## config.mk

```make
export PLATFORM = sky130hd
export DESIGN_NAME = shadd_combiner
export DESIGN_NICKNAME = d
export VERILOG_FILES = /design/src/rtl/shadd_pkg.sv /design/src/rtl/shadd_ctrl_pipe.sv /design/src/rtl/shadd_cell_mux.sv /design/src/rtl/shadd_accum.sv /design/src/rtl/shadd_half_gate.sv /design/src/rtl/shadd_combiner.sv
export SDC_FILE = /design/constraint.sdc
export NUM_CORES = 1
export LEC_CHECK = 0
export BUFFER_PORTS_ARGS = -buffer_cell sky130_fd_sc_hd__buf_4
export CAP_MARGIN = 15
export CORE_UTILIZATION = 35
export DETAILED_ROUTE_END_ITERATION = 16
export HOLD_SLACK_MARGIN = 0.05
export PLACE_DENSITY = 0.62
export RECOVER_POWER = 25
export SLEW_MARGIN = 15
export SYNTH_ARGS = -nofsm -noshare
export SYNTH_HDL_FRONTEND = slang
export SYNTH_SLANG_ARGS = --single-unit
```

## constraint.sdc

```tcl
create_clock -name clk -period 3.45 [get_ports clk]
set_input_delay 0.345 -clock clk [delete_from_list [all_inputs] [get_ports clk]]
set_output_delay 0.345 -clock clk [all_outputs]
set_load 0.05 [all_outputs]
```

## src/rtl/shadd_pkg.sv

```systemverilog
package shadd_pkg;
  typedef enum logic {
    MODE_SELECT = 1'b0,
    MODE_SHADD  = 1'b1
  } comb_mode_e;
endpackage

```

## src/rtl/shadd_ctrl_pipe.sv

```systemverilog
module shadd_ctrl_pipe
  import shadd_pkg::*;
#(
  parameter int ADDR_W = 3
) (
  input  logic              clk,
  input  logic              rst_n,
  input  logic              clr_n,
  input  logic [ADDR_W-1:0] addr_i,
  input  logic              mode_i,
  output logic [ADDR_W-1:0] addr_q_o,
  output comb_mode_e        mode_q_o,
  output logic              clr_q_o,
  output logic              capture_o
);
  logic [ADDR_W-1:0] addr_q, addr_d, prev_q, prev_d;
  comb_mode_e        mode_q, mode_d;
  logic              stg_vld_q, stg_vld_d;
  logic              prev_vld_q, prev_vld_d;
  logic              clr_q, clr_d;

  always_comb begin
    clr_d     = ~clr_n;
    addr_d    = addr_i;
    mode_d    = comb_mode_e'(mode_i);
    stg_vld_d = ~clr_q;
    if (clr_q) begin
      prev_d     = '0;
      prev_vld_d = 1'b0;
    end else begin
      prev_d     = addr_q;
      prev_vld_d = stg_vld_q;
    end
  end

  always_ff @(posedge clk or negedge rst_n) begin
    if (!rst_n) begin
      addr_q     <= '0;
      mode_q     <= MODE_SELECT;
      stg_vld_q  <= 1'b0;
      prev_q     <= '0;
      prev_vld_q <= 1'b0;
      clr_q      <= 1'b0;
    end else begin
      addr_q     <= addr_d;
      mode_q     <= mode_d;
      stg_vld_q  <= stg_vld_d;
      prev_q     <= prev_d;
      prev_vld_q <= prev_vld_d;
      clr_q      <= clr_d;
    end
  end

  assign capture_o = stg_vld_q & ~clr_q & (~prev_vld_q | (addr_q != prev_q));
  assign addr_q_o  = addr_q;
  assign mode_q_o  = mode_q;
  assign clr_q_o   = clr_q;
endmodule

```

## src/rtl/shadd_cell_mux.sv

```systemverilog
module shadd_cell_mux #(
  parameter int N_CELLS = 8,
  parameter int ACC_W   = 26,
  localparam int ADDR_W = $clog2(N_CELLS)
) (
  input  logic [N_CELLS*ACC_W-1:0] cells_i,
  input  logic [ADDR_W-1:0]        addr_i,
  output logic [ACC_W-1:0]         sel_o
);
  logic [ACC_W-1:0] cell_arr [N_CELLS];

  for (genvar g = 0; g < N_CELLS; g++) begin : g_unpack
    assign cell_arr[g] = cells_i[g*ACC_W +: ACC_W];
  end

  always_comb begin
    sel_o = '0;
    for (int i = 0; i < N_CELLS; i++) begin
      if (addr_i == ADDR_W'(i)) sel_o = cell_arr[i];
    end
  end
endmodule

```

## src/rtl/shadd_accum.sv

```systemverilog
module shadd_accum
  import shadd_pkg::*;
#(
  parameter int ACC_W = 26,
  parameter int SHIFT = 8
) (
  input  logic             clk,
  input  logic             rst_n,
  input  logic             clr_i,
  input  logic             capture_i,
  input  comb_mode_e       mode_i,
  input  logic             signed_i,
  input  logic [ACC_W-1:0] sel_i,
  output logic [ACC_W-1:0] acc_o,
  output logic [ACC_W-1:0] res_o
);
  logic [ACC_W-1:0] acc_q, acc_d, res_q, res_d;
  logic [ACC_W-1:0] shifted, sum;
  logic             fill;

  assign fill    = signed_i & acc_q[ACC_W-1];
  assign shifted = {{SHIFT{fill}}, acc_q[ACC_W-1:SHIFT]};
  assign sum     = sel_i + shifted;

  always_comb begin
    acc_d = acc_q;
    res_d = res_q;
    if (clr_i) begin
      acc_d = '0;
      res_d = '0;
    end else if (capture_i) begin
      if (mode_i == MODE_SHADD) begin
        acc_d = sum;
        res_d = sum;
      end else begin
        res_d = sel_i;
      end
    end
  end

  always_ff @(posedge clk or negedge rst_n) begin
    if (!rst_n) begin
      acc_q <= '0;
      res_q <= '0;
    end else begin
      acc_q <= acc_d;
      res_q <= res_d;
    end
  end

  assign acc_o = acc_q;
  assign res_o = res_q;
endmodule

```

## src/rtl/shadd_half_gate.sv

```systemverilog
module shadd_half_gate #(
  parameter int W = 16
) (
  input  logic [W-1:0] data_i,
  input  logic         en_n_i,
  output logic [W-1:0] data_o,
  output logic         vld_o
);
  assign vld_o  = ~en_n_i;
  assign data_o = en_n_i ? '0 : data_i;
endmodule

```

## src/rtl/shadd_combiner.sv

```systemverilog
module shadd_combiner
  import shadd_pkg::*;
#(
  parameter int N_CELLS = 8,
  parameter int ACC_W   = 26,
  parameter int SHIFT   = 8,
  parameter int LO_W    = 16,
  localparam int ADDR_W = $clog2(N_CELLS),
  localparam int HI_W   = ACC_W - LO_W
) (
  input  logic                     clk,
  input  logic                     rst_n,
  input  logic                     clr_n,
  input  logic [N_CELLS*ACC_W-1:0] cell_acc_i,
  input  logic [ADDR_W-1:0]        addr_i,
  input  logic                     shadd_i,
  input  logic                     signed_i,
  input  logic                     en_lo_n,
  input  logic                     en_hi_n,
  output logic [LO_W-1:0]          out_lo_o,
  output logic                     out_lo_vld_o,
  output logic [HI_W-1:0]          out_hi_o,
  output logic                     out_hi_vld_o
);
  logic [ADDR_W-1:0] addr_q;
  comb_mode_e        mode_q;
  logic              clr_q, capture;
  logic [ACC_W-1:0]  sel, acc, res;

  shadd_ctrl_pipe #(.ADDR_W(ADDR_W)) ctrl_i (
    .clk(clk), .rst_n(rst_n), .clr_n(clr_n), .addr_i(addr_i), .mode_i(shadd_i),
    .addr_q_o(addr_q), .mode_q_o(mode_q), .clr_q_o(clr_q), .capture_o(capture)
  );

  shadd_cell_mux #(.N_CELLS(N_CELLS), .ACC_W(ACC_W)) mux_i (
    .cells_i(cell_acc_i), .addr_i(addr_q), .sel_o(sel)
  );

  shadd_accum #(.ACC_W(ACC_W), .SHIFT(SHIFT)) accum_i (
    .clk(clk), .rst_n(rst_n), .clr_i(clr_q), .capture_i(capture), .mode_i(mode_q),
    .signed_i(signed_i), .sel_i(sel), .acc_o(acc), .res_o(res)
  );

  shadd_half_gate #(.W(LO_W)) lo_gate_i (
    .data_i(res[LO_W-1:0]), .en_n_i(en_lo_n), .data_o(out_lo_o), .vld_o(out_lo_vld_o)
  );

  shadd_half_gate #(.W(HI_W)) hi_gate_i (
    .data_i(res[ACC_W-1:LO_W]), .en_n_i(en_hi_n), .data_o(out_hi_o), .vld_o(out_hi_vld_o)
  );
endmodule

```

## After elaboration in Yosys (flattened, before gate mapping)

Index checks and enable logic that the tools add are counted.

| word-level totals | value |
|---|---|
| input bits | 218 |
| flip-flop bits (word level) | 62 |

| operators by class | value |
|---|---|
| bitwise operators | 9 |
| reduce and logical (&&, ||, !) cells | 4 |
| $add $sub $neg | 1 |
| multiplexer cells | 18 |
| equal/unequal tests | 8 |

Operators with widths:

| cell | count |
|---|---|
| $mux 26 | 14 |
| $add 26x26->26 | 1 |
| $mux 16 | 1 |
| $eq 3x3->1 const B | 4 |
| $mux 10 | 1 |
| $eq 3x2->1 const B | 2 |
| $not 1->1 | 5 |
| $reduce_bool 2->1 | 2 |
| $and 1x1->1 | 3 |
| $eq 3x1->1 const B | 1 |
| $logic_not 3->1 | 1 |
| $mux 3 | 1 |
| $ne 3x3->1 | 1 |
| $reduce_and 2->1 | 1 |
| $mux 1 | 1 |
| $or 1x1->1 | 1 |

## Depth between registers and ports, before layout

| depth | value |
|---|---|
| word-level depth | 13 |
| mapped depth | 17 |
| mapped depth without buffers | 13 |

## By module

A second synthesis with hierarchy kept.

| second synthesis, totals | value |
|---|---|
| cells, all modules | 749 |
| area, all modules | 6273.5 sq um |

Modules (own cells, without submodules):

| module | area an instance (sq um) | cells an instance | instances |
|---|---|---|---|
| shadd_accum | 3801.1 | 437 | 1 |
| shadd_cell_mux | 1903.1 | 261 | 1 |
| shadd_ctrl_pipe | 324.1 | 21 | 1 |
| shadd_half_gate (lo_gate_i) | 132.6 | 18 | 1 |
| shadd_half_gate (hi_gate_i) | 112.6 | 12 | 1 |

## Worst setup path after synthesis

OpenSTA, ideal clock, no wires.

| timing path | value |
|---|---|
| path type | reg2reg |
| start point | reg ctrl_i.addr_q[0], in the netlist ctrl_i.addr_q_o[0] |
| end point | reg accum_i.acc_q[24], in the netlist accum_i.acc_o[24] |
| library setup time | 0.121 ns |
| arrival | 3.501 ns |
| path slack | -0.172 ns |
| path buffers | 2 |
| cell stages (with the launch flop) | 14 |
| cell sequence | dfrtp_1 > buf_6 > buf_2 > mux4_2 > mux2_2 > ha_1 > fa_1 > a211oi_1 > o211ai_1 > a21oi_1 > o21a_1 > o21ai_2 > xor2_1 > a22o_1 |

| between the ends | value |
|---|---|
| word-level cells in the longest chain between the ends | 13 |
| elaborated cells on any way between the ends | 25 |

Ends and longest elaborated chain:

| element | RTL line | RTL |
|---|---|---|
| from (decl) | shadd_ctrl_pipe.sv:16 | `logic [ADDR_W-1:0] addr_q, addr_d, prev_q, prev_d;` |
| from (signal assigned) | shadd_ctrl_pipe.sv:45 | `addr_q <= addr_d;` |
| $logic_not 3->1 | shadd_cell_mux.sv:19 | `if (addr_i == ADDR_W'(i)) sel_o = cell_arr[i];` |
| $mux 26 (8 in a row) | shadd_cell_mux.sv:19 |  |
| $add 26x26->26 | shadd_accum.sv:23 | `assign sum = sel_i + shifted;` |
| $mux 26 | shadd_accum.sv:32 | `if (mode_i == MODE_SHADD) begin` |
| $mux 26 | shadd_accum.sv:31 | `end else if (capture_i) begin` |
| $mux 26 | shadd_accum.sv:28 | `if (clr_i) begin` |
| to (signal assigned) | shadd_accum.sv:43 | `acc_q <= '0;` |
| to (signal assigned) | shadd_accum.sv:46 | `acc_q <= acc_d;` |
| to (decl) | shadd_accum.sv:17 | `logic [ACC_W-1:0] acc_q, acc_d, res_q, res_d;` |

Several ways; a longest one is shown, not always the timed one. The select of a mux whose other input is x is not followed.
A chain may end at the register's enable or synchronous reset.

## Worst setup path after layout

| timing path | value |
|---|---|
| start point | reg ctrl_i.addr_q[0], in the netlist ctrl_i.addr_q_o[0] |
| end point | reg accum_i.res_q[17], in the netlist accum_i.res_o[17] |

| between the ends | value |
|---|---|
| word-level cells in the longest chain between the ends | 13 |
| elaborated cells on any way between the ends | 24 |

Ends and longest elaborated chain:

| element | RTL line | RTL |
|---|---|---|
| $logic_not 3->1 | shadd_cell_mux.sv:19 |  |
| $mux 26 (8 in a row) | shadd_cell_mux.sv:19 |  |
| $add 26x26->26 | shadd_accum.sv:23 |  |
| $mux 26 | shadd_accum.sv:32 |  |
| $mux 26 | shadd_accum.sv:31 |  |
| $mux 26 | shadd_accum.sv:28 |  |
| to (signal assigned) | shadd_accum.sv:47 | `res_q <= res_d;` |
| to (decl) | shadd_accum.sv:17 |  |

Several ways; a longest one is shown, not always the timed one. The select of a mux whose other input is x is not followed.

==> run summary <==
Worst hold-check path type: in2reg
Clock tree from TritonCTS: yes
Count of buffers from port buffering: 245
Maximum vdd drop: 247 uV
Startpoint Class: flip-flop
Syn_area_per_cell: 9.89 um2
Initial cell density of the core: 35.8%
Number of hold violations in the final report: 0
Share of the synthesized area in the top cell type: 24.9%
Post-synth EDFFs: 0
Detailed Route Iter0 Violations: 312
Number of placement rows: 45
Number of instances in the synthesized netlist: 548
Max-capacitance violation count: 0
Ratio of cells with drive above 1 in the final layout: 53.5%
Min-Delay Startpoint: shadd_i
Sinks on Clock Net: 54
Count of warnings emitted by yosys: 0
Hold Path End: ctrl_i.mode_q_o
Total leakage power: 3.83 nW
Insertion delay of the later-clocked pin in the worst-skew pair: 0.31 ns
Xor/xnor cell area share of the yosys netlist: 3.39%
Endpoints failing setup: 0
Largest family of logic cells by synthesized area: multiplexers
Worst Path Buf+Inv: 1
Final wirelength: 22.1 mm
Setup TNS Final: 0 ns
Clock slew at the register clock pins of the worst setup and hold paths: 0.08 ns
Flops & latches, synth: 54
Slowest cell on crit path: sky130_fd_sc_hd__mux4_1
All-layer global routing usage: 26.8%
Power per Cell Area: 337 mW/mm2
Outcome: finished clean
Vias after detailed routing: 5,765
Register area share after synthesis: 24.9%
Final HPWL from detailed placement: 17.6 mm
Vias in the first global route: 5,739
Maximum number of pins on one net before global-route repair: 55
Weighted congestion reported at the end of routability-driven placement: 0.935
Depth of the most critical reg-to-reg path: 10
Total inserted antenna cells: 0
Final Cycle Share: 98.8%
Worst hold slack across all endpoints: 0.168 ns
Fillcell total: 1,379
Arithmetic-cell share of the synthesized area counting full adders, half adders and majority gates: 6.60%
Maximum fanout along the worst path: 7
Buffer cell driving the clock tree root: sky130_fd_sc_hd__clkbuf_16
Horizontal extent of the die: 126 um
Final Skew: 0.00580 ns
R2R setup slack: 0.04 ns
CP endpoint kind: flip-flop
R2r endpoint: accum_i.res_o[17]
Leading post-synthesis cells by cell area: sky130_fd_sc_hd__dfrtp_1, sky130_fd_sc_hd__mux4_2, sky130_fd_sc_hd__ha_1, sky130_fd_sc_hd__mux2_2, sky130_fd_sc_hd__a21oi_1
Actual transition at the worst max-transition pin: 1.42 ns
I/O pin total: 246
Total count of max-transition violations in the final report: 0
Worst path required time: 3.64 ns
Top cells by count, synth: sky130_fd_sc_hd__dfrtp_1, sky130_fd_sc_hd__a21oi_1, sky130_fd_sc_hd__nand2_1
Fraction of the mapped netlist area in compound gates: 19.3%
Synthesized area: 0.00542 mm2
Unrepaired setup endpoints after global routing: true
Die Y: 126 um
Async set-or-reset flop fraction in the synthesized netlist: 100%
WL/cell: 21.7 um
Share of synthesized cell area in and, or, nand and nor gates: 13.8%
Largest delay share family, worst path: compound AO/OA/AOI/OAI gates
Max stage delay on crit path: 0.56 ns
Worst hold path cell count: 1
Most Frequent Cell on Critical Path: sky130_fd_sc_hd__a21oi_1
First-pass GRT wire length: 32.3 mm
CTS Buf Count: 5
Max-slew headroom: 5.10%
Initial antenna violation count: 0
Number of distinct library cells after synthesis: 64
Path type of the worst setup path: reg2reg
Commonest register cell after synthesis: sky130_fd_sc_hd__dfrtp_1
Maximum clock path buffer count: 2
Maximum frequency from static timing analysis: 0.293 GHz
Via density per instance: 5.66
Ordered list of cells on the worst path: clkbuf_16 -> mux4_1 -> mux2_2 -> ha_4 -> a211o_1 -> o2111ai_4 -> o211ai_1 -> a21oi_1 -> xor2_1 -> a21oi_1
Growth of design area from synthesis to finish: 55.6%
Placeable core region: 0.0151 mm2
Top-count cell post-synth: sky130_fd_sc_hd__dfrtp_1
Overall die area: 0.0160 mm2
Number of optimization iterations in the first detailed-route pass: 5
GR Overflow Total: 0
Final routed DRC violation total: 0
Layout net count: 1,075
Level count of the clock H-tree: 2
Endpoint arrival time on the critical path: 3.59 ns
Antenna Nets Post-Route: 0
Multiplexer fraction of the synthesized cell area: 27.2%
Time the worst path needs with I/O delays and setup: 3.41 ns
Utilization after layout: 55.7%
Nets in the synthesized netlist: 794
Most area-hungry cell type in the Yosys netlist: sky130_fd_sc_hd__dfrtp_1
Reg2Reg Launch Point: ctrl_i.addr_q_o[0]
registers in the layout, summed over array words and instances (netlist names):
signal             count
ctrl_i.stg_vld_q       1
accum_i.acc_o         18
ctrl_i.prev_q          3
accum_i.res_o         26
ctrl_i.prev_vld_q      1
ctrl_i.addr_q_o        3
ctrl_i.clr_q_o         1
ctrl_i.mode_q_o        1
stage by stage:
step | setup WS (ns) | cell area [um2] | power [mW] | std cells
after CTS | 0.00574 | 7970 | 2.70 | 1002
after floorplan | 0.0251 | 5440 | 1.55 | 548
after global placement | -0.0143 | 7750 | 2.10 | 994
after detailed placement | -0.0965 | 7750 | 2.12 | 994
after global routing | -0.104 | 8430 | 3.00 | 1018
final | 0.0420 | 8430 | 2.84 | 1018
logic make-up after synthesis:
family,count (synthesis)
xor gates and xnor gates,21
buffers and inverters,54
muxes,80
adders and majority gates,28
and+or+nand+nor,151
AOI/OAI and AO/OA,160
DFF,54
power by group:
part / leakage [nW] / switching (mW) / total, mW / internal [mW]
clock network: 0.0735 / 0.255 / 0.548 / 0.293
registers: 0.707 / 0.0735 / 0.772 / 0.699
logic: 3.05 / 0.751 / 1.52 / 0.774
total: 3.83 / 1.08 / 2.84 / 1.76
layout by cell type, fill, tap and decap left out, drive strengths merged, types with 5 or more instances in the layout:
cell type,netlist,final
mux2,23,23
ha,27,27
clkbuf,18,14
o21ai,44,44
nand2,44,44
buf,23,307
o211ai,6,6
dfrtp,54,54
inv,13,14
xnor2,11,11
nand2b,5,5
o22ai,5,5
a21oi,44,44
a211oi,7,7
nand4,8,8
a21o,5,5
a22oi,12,12
mux2i,9,9
xor2,10,10
nor2,33,33
mux4,48,48
nand3,13,13
nor2b,30,30
worst register-to-register path, cell delays in order (launching register included):
cell and delay, ns:
sky130_fd_sc_hd__dfrtp_4 0.54, sky130_fd_sc_hd__clkbuf_16 0.20, sky130_fd_sc_hd__mux4_1 0.56, sky130_fd_sc_hd__mux2_2 0.32, sky130_fd_sc_hd__ha_4 0.25, sky130_fd_sc_hd__a211o_1 0.30, sky130_fd_sc_hd__o2111ai_4 0.30, sky130_fd_sc_hd__o211ai_1 0.20
sky130_fd_sc_hd__a21oi_1 0.21, sky130_fd_sc_hd__xor2_1 0.29, sky130_fd_sc_hd__a21oi_1 0.12
timing repair:
action | in CTS | in global routing
cloned | 0 | 2
setup buffers | 0 | 14
hold buffers | 0 | 0
pin swaps | 3 | 27
endpoints found under the setup margin | 15 | 27
gates resized for setup | 11 | 60
metal layers:
metal	wire [um]	track usage [%]	part of all wire (%)
met5	0	0	0
met1	8880	32.4	40
met3	1260	4.18	5.7
met2	11300	48.8	51
met4	692	7.87	3.1
layout make-up:
cell class / count / area (um2) / share of cell area, %
well taps: 188 / 235 / 2.79
flip-flops and latches: 54 / 1360 / 16.1
clock buffers: 6 / 139 / 1.65
inverters: 13 / 48.8 / 0.579
clock inverters: 2 / 16.3 / 0.193
multi-input cells: 440 / 4180 / 49.6
repair buffers: 315 / 2450 / 29.1
worst max-delay path by stage:
stage | startpoint | to | slack [ns] | cells after the start
2_1_floorplan | ctrl_i.addr_q_o[1] | accum_i.acc_o[16] | 0.03 | 13
3_3_place_gp | ctrl_i.addr_q_o[0] | accum_i.res_o[23] | -0.01 | 10
3_5_place_dp | ctrl_i.addr_q_o[0] | accum_i.res_o[23] | -0.1 | 10
4_1_cts | ctrl_i.addr_q_o[0] | accum_i.acc_o[16] | 0.006 | 11
5_1_grt | ctrl_i.addr_q_o[0] | accum_i.res_o[16] | -0.10 | 12
6_report | ctrl_i.addr_q_o[0] | accum_i.res_o[17] | 0.04 | 10
(Power assumes the default switching activity.)
